[config.mk]
export PLATFORM = sky130hd
export DESIGN_NAME = noise_lfsr_gen
export DESIGN_NICKNAME = d
export VERILOG_FILES = /design/src/rtl/noise_pkg.sv /design/src/rtl/noise_prescale.sv /design/src/rtl/noise_period_ctr.sv /design/src/rtl/noise_lfsr.sv /design/src/rtl/noise_lfsr_gen.sv
export SDC_FILE = /design/constraint.sdc
export NUM_CORES = 1
export LEC_CHECK = 0
export BUFFER_PORTS_ARGS = -buffer_cell sky130_fd_sc_hd__buf_2
export CORE_MARGIN = 3
export CORE_UTILIZATION = 45
export DETAILED_ROUTE_END_ITERATION = 12
export GPL_TIMING_DRIVEN = 0
export PLACE_DENSITY = 0.65
export SETUP_SLACK_MARGIN = 0.05
export SLEW_MARGIN = 15
export SYNTH_ARGS = -nofsm -noshare
export SYNTH_HDL_FRONTEND = slang
export SYNTH_HIERARCHICAL = 1
export SYNTH_SLANG_ARGS = --single-unit
[constraint.sdc]
create_clock -name clk -period 7.2 [get_ports clk]
set_clock_uncertainty 0.2 [all_clocks]
set_input_delay 0.72 -clock clk [delete_from_list [all_inputs] [get_ports clk]]
set_output_delay 0.72 -clock clk [all_outputs]
set_load 0.01 [all_outputs]
[src/rtl/noise_pkg.sv]
package noise_pkg;
  localparam int unsigned NOISE_PER_W  = 5;
  localparam int unsigned NOISE_LFSR_W = 17;
  localparam int unsigned NOISE_TAP    = 3;
  localparam int unsigned NOISE_SEED   = 1;
  localparam int unsigned NOISE_PREDIV = 2;
endpackage

[src/rtl/noise_prescale.sv]
module noise_prescale #(
  parameter int unsigned DIV = 2
) (
  input  logic clk,
  input  logic rst,
  input  logic tick_i,
  output logic step_o
);
  localparam int unsigned CW = (DIV > 1) ? $clog2(DIV) : 1;
  localparam logic [CW-1:0] LAST = CW'(DIV - 1);

  logic [CW-1:0] pc;

  assign step_o = tick_i && (pc == LAST);

  always_ff @(posedge clk) begin
    if (rst) pc <= '0;
    else if (tick_i) pc <= (pc == LAST) ? '0 : pc + 1'b1;
  end

  AST_NO_BACK_TO_BACK_STEP: assert property (@(posedge clk) disable iff (rst)
    step_o |=> !step_o);
  AST_PRESCALE_HOLD: assert property (@(posedge clk) disable iff (rst)
    !tick_i |=> $stable(pc));
endmodule

[src/rtl/noise_period_ctr.sv]
module noise_period_ctr #(
  parameter int unsigned PER_W = 5
) (
  input  logic             clk,
  input  logic             rst,
  input  logic             step_i,
  input  logic [PER_W-1:0] period_i,
  output logic             fire_o
);
  localparam int unsigned XW = PER_W + 1;

  logic [PER_W-1:0] cnt;
  logic [XW-1:0]    eff;
  logic [XW-1:0]    nxt;

  always_comb begin
    eff = (period_i == '0) ? XW'(1) : {1'b0, period_i};
    nxt = {1'b0, cnt} + XW'(1);
  end

  assign fire_o = step_i && (nxt >= eff);

  always_ff @(posedge clk) begin
    if (rst) cnt <= '0;
    else if (step_i) cnt <= (nxt >= eff) ? '0 : nxt[PER_W-1:0];
  end

  AST_FIRE_RESTARTS: assert property (@(posedge clk) disable iff (rst)
    fire_o |=> (cnt == '0));
  AST_FIRE_NEEDS_STEP: assert property (@(posedge clk) disable iff (rst)
    fire_o |-> step_i);
  AST_COUNT_HOLD: assert property (@(posedge clk) disable iff (rst)
    !step_i |=> $stable(cnt));
endmodule

[src/rtl/noise_lfsr.sv]
module noise_lfsr #(
  parameter int unsigned W    = 17,
  parameter int unsigned TAP  = 3,
  parameter int unsigned SEED = 1
) (
  input  logic clk,
  input  logic rst,
  input  logic upd_i,
  output logic level_o
);
  logic [W-1:0] sr;
  logic         fb;

  assign fb = sr[0] ^ sr[TAP];

  always_ff @(posedge clk) begin
    if (rst) begin
      sr      <= W'(SEED);
      level_o <= 1'b0;
    end else if (upd_i) begin
      sr      <= {fb, sr[W-1:1]};
      level_o <= level_o ^ sr[0];
    end
  end

  AST_NEVER_ZERO: assert property (@(posedge clk) disable iff (rst)
    sr != '0);
  AST_SHIFT_RIGHT: assert property (@(posedge clk) disable iff (rst)
    upd_i |=> (sr[W-2:0] == $past(sr[W-1:1])));
  AST_LEVEL_KEEP_ON_ZERO: assert property (@(posedge clk) disable iff (rst)
    (upd_i && !sr[0]) |=> $stable(level_o));
  AST_LEVEL_FLIP_ON_ONE: assert property (@(posedge clk) disable iff (rst)
    (upd_i && sr[0]) |=> (level_o != $past(level_o)));
  AST_IDLE_HOLD: assert property (@(posedge clk) disable iff (rst)
    !upd_i |=> $stable(level_o) && $stable(sr));
endmodule

[src/rtl/noise_lfsr_gen.sv]
module noise_lfsr_gen
  import noise_pkg::*;
#(
  parameter int unsigned PER_W  = NOISE_PER_W,
  parameter int unsigned LFSR_W = NOISE_LFSR_W,
  parameter int unsigned TAP    = NOISE_TAP,
  parameter int unsigned SEED   = NOISE_SEED,
  parameter int unsigned PREDIV = NOISE_PREDIV
) (
  input  logic             clk,
  input  logic             rst,
  input  logic             tick_i,
  input  logic [PER_W-1:0] period_i,
  output logic             noise_o
);
  logic step;
  logic fire;

  noise_prescale #(.DIV(PREDIV)) u_pre (
    .clk(clk), .rst(rst), .tick_i(tick_i), .step_o(step)
  );

  noise_period_ctr #(.PER_W(PER_W)) u_ctr (
    .clk(clk), .rst(rst), .step_i(step), .period_i(period_i), .fire_o(fire)
  );

  noise_lfsr #(.W(LFSR_W), .TAP(TAP), .SEED(SEED)) u_lfsr (
    .clk(clk), .rst(rst), .upd_i(fire), .level_o(noise_o)
  );

  AST_QUIET_WITHOUT_TICK: assert property (@(posedge clk) disable iff (rst)
    !tick_i |=> $stable(noise_o));
endmodule

# After elaboration in Yosys (flattened, before gate mapping)
# Cells that the tools add are included.
# totals
inputBits,8
register_bits,24
# op_classes
muxes,3
bitwise,2
reduce_logical,3
magnitude_cmp,1
addsub,2
# op_table
cell,count
$mux W5,2
$add A5 B1 Y6 const B,1
$ge A6 B6 Y1,1
$logic_not A5 Y1,1
$logic_and A1 B1 Y1,2
$xor A1 B1 Y1,2
$add A1 B1 Y1 const B,1
$mux W1,1

# Depth between registers and ports, before layout
# depth
ltp_word,4
mapped_depth,10
mapped_depth_nobuf,9

# Modules after synthesis
# The synthesis kept the hierarchy.
# modules_own_cells
module,seq_area_each_um2,cells_each,n_inst,area_per_inst_um2
noise_lfsr,360.3,60,1,665.6
noise_period_ctr,100.1,43,1,440.4
noise_prescale,20.0,4,1,40.0

# Worst setup path before layout
# OpenSTA, ideal clock, no wires.
# synth_path
kind,input port to flip-flop
startpoint,input period_i[3]
endpoint,register u_lfsr.sr[0]
arrival_ns,2.298
path_stages,9
n_path_buf,1
slack_ns,4.582
setup_ns,0.120
path_cell_list,inv_2 -> a41o_1 -> ha_1 -> nand2b_1 -> a21oi_1 -> o211ai_2 -> and2_1 -> buf_6 -> a211o_2
# synth_between
elab_chain_len,4
# synth_rtl
element,line_no,source
start: declaration,noise_lfsr_gen.sv:13,"input logic [PER_W-1:0] period_i,"
$logic_not A5 Y1,noise_period_ctr.sv:17,"eff = (period_i == '0) ? XW'(1) : {1'b0, period_i};"
$mux W5 *,noise_period_ctr.sv:17,
$ge A6 B6 Y1 *,noise_period_ctr.sv:21,assign fire_o = step_i && (nxt >= eff);
$logic_and A1 B1 Y1 *,noise_period_ctr.sv:21,
named net fire,noise_lfsr_gen.sv:17,logic fire;
end signal: assignment,noise_lfsr.sv:18,sr <= W'(SEED);
end signal: assignment,noise_lfsr.sv:21,"sr <= {fb, sr[W-1:1]};"
end: declaration,noise_lfsr.sv:11,logic [W-1:0] sr;
# Mark *: on every way through the listed nets, which the timed path passes. The rest lies on a longest branch.
# A chain may end at the register's enable or synchronous reset.

# Worst setup path after layout
# layout_path
startpoint,register u_ctr.cnt[0]
endpoint,register u_lfsr.sr[3]
# layout_between
elab_chain_len,3
# layout_rtl
element,line_no,source
start: declaration,noise_period_ctr.sv:12,logic [PER_W-1:0] cnt;
start signal: assignment,noise_period_ctr.sv:25,else if (step_i) cnt <= (nxt >= eff) ? '0 : nxt[PER_W-1:0];
$add A5 B1 Y6,noise_period_ctr.sv:18,"nxt = {1'b0, cnt} + XW'(1);"
$ge A6 B6 Y1,noise_period_ctr.sv:21,
$logic_and A1 B1 Y1,noise_period_ctr.sv:21,
named net fire,noise_lfsr_gen.sv:17,
# The timed path passes the listed nets, and every way through them passes these cells.

==> report_table.html <==
<table>
<tr><th>Metric</th><th>Value</th></tr>
<tr><th colspan="2">Logic synthesis</th></tr>
<tr><td>Number of enable-type register cells in the synthesized netlist</td><td>0</td></tr>
<tr><td>Synth area leader</td><td>sky130_fd_sc_hd__dfxtp_1</td></tr>
<tr><td>Sequential share of the synthesized area</td><td>0.419</td></tr>
<tr><td>Largest cells by area after synthesis</td><td>sky130_fd_sc_hd__dfxtp_1 42%, sky130_fd_sc_hd__mux2i_1 14%, sky130_fd_sc_hd__ha_1 6.6%</td></tr>
<tr><td>Unique masters post-synth</td><td>32</td></tr>
<tr><td>Netlist Area Pre-Place</td><td>1150 um2</td></tr>
<tr><td>Count leader, synth</td><td>sky130_fd_sc_hd__dfxtp_1</td></tr>
<tr><td>Post-synthesis adder-cell area fraction</td><td>0.0655</td></tr>
<tr><td>Portion of netlist area occupied by mux cells</td><td>0.140</td></tr>
<tr><td>Xor/xnor cell area share of the yosys netlist</td><td>0.0688</td></tr>
<tr><td>Largest family of logic cells by synthesized area</td><td>multiplexers</td></tr>
<tr><td>Most used flip-flop cell after synthesis</td><td>sky130_fd_sc_hd__dfxtp_1</td></tr>
<tr><td>Total number of yosys warnings</td><td>6</td></tr>
<tr><td>Area fraction in compound gates after synthesis</td><td>0.108</td></tr>
<tr><td>Count of mapped cells out of synthesis</td><td>107</td></tr>
<tr><td>Area share of and/or/nand/nor cells after synthesis</td><td>0.129</td></tr>
<tr><td>Async S/R FF share, synth</td><td>0</td></tr>
<tr><td>Area fraction of the dominant cell type after synthesis</td><td>0.419</td></tr>
<tr><td>Post-synth net total</td><td>121</td></tr>
<tr><td>Mean instance size in the synthesized netlist</td><td>10.7 um2</td></tr>
<tr><td>Synth Register Bits</td><td>24</td></tr>
<tr><td>Top cells by instance count after synthesis</td><td>24 x sky130_fd_sc_hd__dfxtp_1, 16 x sky130_fd_sc_hd__mux2i_1, 16 x sky130_fd_sc_hd__nor2_1, 6 x sky130_fd_sc_hd__ha_1, 5 x sky130_fd_sc_hd__xor2_1</td></tr>
<tr><th colspan="2">Routing</th></tr>
<tr><td>Number of remaining DRC errors</td><td>0</td></tr>
<tr><td>Post-detailed-routing wire length</td><td>1660 um</td></tr>
<tr><td>Number of vias per cell</td><td>5.04</td></tr>
<tr><td>Vias</td><td>741</td></tr>
<tr><td>DR WL/cell</td><td>11.3 um</td></tr>
<tr><td>Number of violations reported at the end of detailed-routing iteration 0</td><td>12</td></tr>
<tr><td>Drt first pass iters</td><td>4</td></tr>
<tr><td>Antenna-violating nets left</td><td>0</td></tr>
<tr><th colspan="2">Floorplanning</th></tr>
<tr><td>DIE WIDTH</td><td>56.5 um</td></tr>
<tr><td>Rows</td><td>17</td></tr>
<tr><td>Overall die height</td><td>56.5 um</td></tr>
<tr><td>Effective utilization at floorplan</td><td>0.494</td></tr>
<tr><td>Count of boundary I/O pins</td><td>9</td></tr>
<tr><td>Core Region</td><td>2320 um2</td></tr>
<tr><td>Die Outline Area</td><td>3190 um2</td></tr>
<tr><th colspan="2">Clock network</th></tr>
<tr><td>TritonCTS Sinks</td><td>24</td></tr>
<tr><td>Post-CTS setup buffers</td><td>0</td></tr>
<tr><td>TritonCTS clock tree</td><td>built</td></tr>
<tr><td>CTS Root Cell</td><td>sky130_fd_sc_hd__clkbuf_4</td></tr>
<tr><td>CTS Hold Bufs</td><td>0</td></tr>
<tr><td>Clock network latency to the later pin of the worst-skew pair</td><td>0.31 ns</td></tr>
<tr><td>Maximum count of clock buffers along a single path</td><td>2</td></tr>
<tr><td>Number of buffers inserted during clock tree synthesis</td><td>3</td></tr>
<tr><td>Level count of the clock H-tree</td><td>1</td></tr>
<tr><td>Resized Gates After CTS</td><td>0</td></tr>
<tr><td>Reg clk slew, reported paths</td><td>0.13 ns</td></tr>
<tr><th colspan="2">Power</th></tr>
<tr><td>Register share of total power</td><td>0.543</td></tr>
<tr><td>Part of the power in the clock network</td><td>0.383</td></tr>
<tr><td>Design internal power</td><td>200 uW</td></tr>
<tr><td>Reported net switching power</td><td>49.4 uW</td></tr>
<tr><td>Power share of the combinational group</td><td>0.074</td></tr>
<tr><td>Pwr dens</td><td>196 nW/um2</td></tr>
<tr><td>Worst voltage drop across the vdd grid</td><td>0.000203 V</td></tr>
<tr><td>Leakage power figure</td><td>0.507 nW</td></tr>
<tr><td>Fraction of power spent switching nets</td><td>0.198</td></tr>
<tr><th colspan="2">Setup path</th></tr>
<tr><td>Critical Path RT</td><td>7.22 ns</td></tr>
<tr><td>Critical Path Start</td><td>u_ctr/cnt[0]$_SDFFE_PP0P_</td></tr>
<tr><td>Arrival time at the worst endpoint</td><td>2.67 ns</td></tr>
<tr><td>Number of cells on the worst reg-to-reg path</td><td>10</td></tr>
<tr><td>Register-to-Register Setup Slack</td><td>4.55 ns</td></tr>
<tr><td>Crit path launch type</td><td>flip-flop</td></tr>
<tr><td>Type of element capturing the critical path</td><td>flip-flop</td></tr>
<tr><td>Critical path fanouts, max</td><td>10</td></tr>
<tr><td>Startpoint of the worst register-to-register path</td><td>u_ctr/cnt[0]$_SDFFE_PP0P_</td></tr>
<tr><td>Endpoint of the lowest-slack register-to-register path</td><td>u_lfsr/sr[3]$_SDFFE_PP0P_</td></tr>
<tr><td>CP Class</td><td>flip-flop to flip-flop</td></tr>
<tr><th colspan="2">Hold path</th></tr>
<tr><td>Source of the worst hold timing path</td><td>u_lfsr/sr[1]$_SDFFE_PP0P_</td></tr>
<tr><td>Worst-case hold path end point</td><td>u_lfsr/sr[0]$_SDFFE_PP1P_</td></tr>
<tr><td>Number of cells on the worst hold path</td><td>1</td></tr>
<tr><td>Worst min-delay path category</td><td>flip-flop to flip-flop</td></tr>
<tr><th colspan="2">Timing</th></tr>
<tr><td>Period minus WS final</td><td>2.65 ns</td></tr>
<tr><td>RSZ-0062 raised after global routing</td><td>false</td></tr>
<tr><td>Endpoints failing hold</td><td>0</td></tr>
<tr><td>Slew Viols, Final</td><td>0</td></tr>
<tr><td>Setup violations, final</td><td>0</td></tr>
<tr><td>Period Utilization, post-route</td><td>0.368</td></tr>
<tr><td>Transition time at the pin with the least slew margin</td><td>0.328 ns</td></tr>
<tr><td>Peak Freq</td><td>377 MHz</td></tr>
<tr><td>Final total negative setup slack</td><td>0 ns</td></tr>
<tr><td>Slew headroom</td><td>0.780</td></tr>
<tr><th colspan="2">Global route</th></tr>
<tr><td>Remaining global-route overflow</td><td>0</td></tr>
<tr><td>Global-route usage over all layers</td><td>0.119</td></tr>
<tr><td>Global-route wire length before repair</td><td>3050 um</td></tr>
<tr><td>Vias in the first global route</td><td>693</td></tr>
<tr><td>Antenna violations before repair</td><td>0</td></tr>
<tr><td>Largest net degree at the start of global routing</td><td>15</td></tr>
<tr><th colspan="2">Placement</th></tr>
<tr><td>Routability cong.</td><td>0.754</td></tr>
<tr><td>Placed cell areas</td><td>1220 um2</td></tr>
<tr><td>HPWL reported at the end of detailed placement</td><td>1240 um</td></tr>
<tr><td>Port Buf Inserts</td><td>8</td></tr>
<tr><th colspan="2">Layout</th></tr>
<tr><td>Combined area of the multi-input logic cells</td><td>586 um2</td></tr>
<tr><td>Area of all placed cells without fillers</td><td>1270 um2</td></tr>
<tr><td>ANT cells</td><td>0</td></tr>
<tr><td>Layout overhead on the synthesized area</td><td>11.1%</td></tr>
<tr><td>Area used by sequential logic in the layout</td><td>480 um2</td></tr>
<tr><td>Number of nets in the final layout</td><td>134</td></tr>
<tr><td>Share of cells above drive strength 1</td><td>0.244</td></tr>
<tr><td>Number of fillers in the final layout</td><td>208</td></tr>
<tr><th colspan="2">Job</th></tr>
<tr><td>Max-cap violation count</td><td>0</td></tr>
<tr><th colspan="2">Outcome</th></tr>
<tr><td>Run status</td><td>finished clean</td></tr>
</table>
-- cell type report --
type,count,share of cell area
clock buffer,3,0.0177
timing repair buffer,8,0.0314
sequential,24,0.377
tap,28,0.0275
multi-input combinational,74,0.460
buffer,5,0.0511
clock inverter,1,0.0236
inverter,4,0.0118
-- worst max path at each step --
stage / to / slack, ns / cells after the start
3_5_place_dp: u_lfsr/sr[0]$_SDFFE_PP1P_ / 4.34 / 10
6_report: u_lfsr/sr[3]$_SDFFE_PP0P_ / 4.55 / 10
5_1_grt: u_lfsr/sr[3]$_SDFFE_PP0P_ / 4.31 / 10
4_1_cts: u_lfsr/sr[3]$_SDFFE_PP0P_ / 4.54 / 10
3_3_place_gp: u_lfsr/sr[0]$_SDFFE_PP1P_ / 4.35 / 10
2_1_floorplan: u_lfsr/sr[0]$_SDFFE_PP1P_ / 4.58 / 9
-- worst max-delay path, stage by stage, from the launching register on --
cell                       delay, ns
sky130_fd_sc_hd__dfxtp_1        0.43
sky130_fd_sc_hd__ha_1           0.27
sky130_fd_sc_hd__nand3_1        0.12
sky130_fd_sc_hd__xnor2_1        0.15
sky130_fd_sc_hd__ha_1           0.31
sky130_fd_sc_hd__nand3_1        0.08
sky130_fd_sc_hd__o211ai_2       0.30
sky130_fd_sc_hd__and2_1         0.25
sky130_fd_sc_hd__buf_6          0.19
sky130_fd_sc_hd__mux2i_1        0.20
sky130_fd_sc_hd__nor2_1         0.05
-- cell usage in the layout, fill, tap and decap left out, types with 2 or more instances in the layout --
cell,n
sky130_fd_sc_hd__dfxtp_1,24
sky130_fd_sc_hd__mux2i_1,16
sky130_fd_sc_hd__nor2_1,16
sky130_fd_sc_hd__buf_2,10
sky130_fd_sc_hd__ha_1,6
sky130_fd_sc_hd__xor2_1,5
sky130_fd_sc_hd__xnor2_1,4
sky130_fd_sc_hd__a211oi_1,4
sky130_fd_sc_hd__clkbuf_4,3
sky130_fd_sc_hd__inv_2,2
sky130_fd_sc_hd__inv_1,2
sky130_fd_sc_hd__nand3_1,2
sky130_fd_sc_hd__a21oi_1,2
sky130_fd_sc_hd__a211oi_2,2
sky130_fd_sc_hd__buf_6,2
-- cells by family (layout without fill, tap and decap cells) --
group	count (synthesis)	after routing
mux	16	16
buf+inv	9	21
xor+xnor	9	9
flops	24	24
fa+ha+maj	6	6
compound gates	14	14
simple gates	29	29
-- metrics by stage --
step / power (mW) / hold slack, ns / util / setup WS, ns / instances
after floorplan: 0.152 / 0.243 / - / 4.58 / 107
after global placement: 0.156 / 0.263 / 0.527 / 4.35 / 143
after detailed placement: 0.157 / 0.261 / 0.527 / 4.34 / 143
after CTS: 0.253 / 0.293 / 0.549 / 4.54 / 147
after global routing: 0.261 / 0.313 / 0.549 / 4.31 / 147
final: 0.249 / 0.292 / 0.549 / 4.55 / 147
-- metal layers --
layer / share of wire / global-route usage / vias to the layer above
met3: 0.046 / 0.0414 / 2
met2: 0.39 / 0.162 / 12
met5: 0 / 0 / -
li1: - / - / 397
met4: 0.0097 / 0.0305 / 0
met1: 0.55 / 0.178 / 330
-- flip-flops by register name (all words and copies together) (netlist names) --
signal          cells
u_lfsr/sr          17
u_pre/pc            1
u_lfsr/level_o      1
u_ctr/cnt           5
-- power groups by stage --
stage	Sequential, mW	Combinational [mW]	Clock, mW
finish	0.135	0.0185	0.0956
global route	0.136	0.0207	0.105
CTS	0.135	0.0187	0.0991
detailed placement	0.138	0.0186	0
global placement	0.138	0.0181	0
floorplan	0.138	0.0136	0
(Power assumes the default switching activity.)
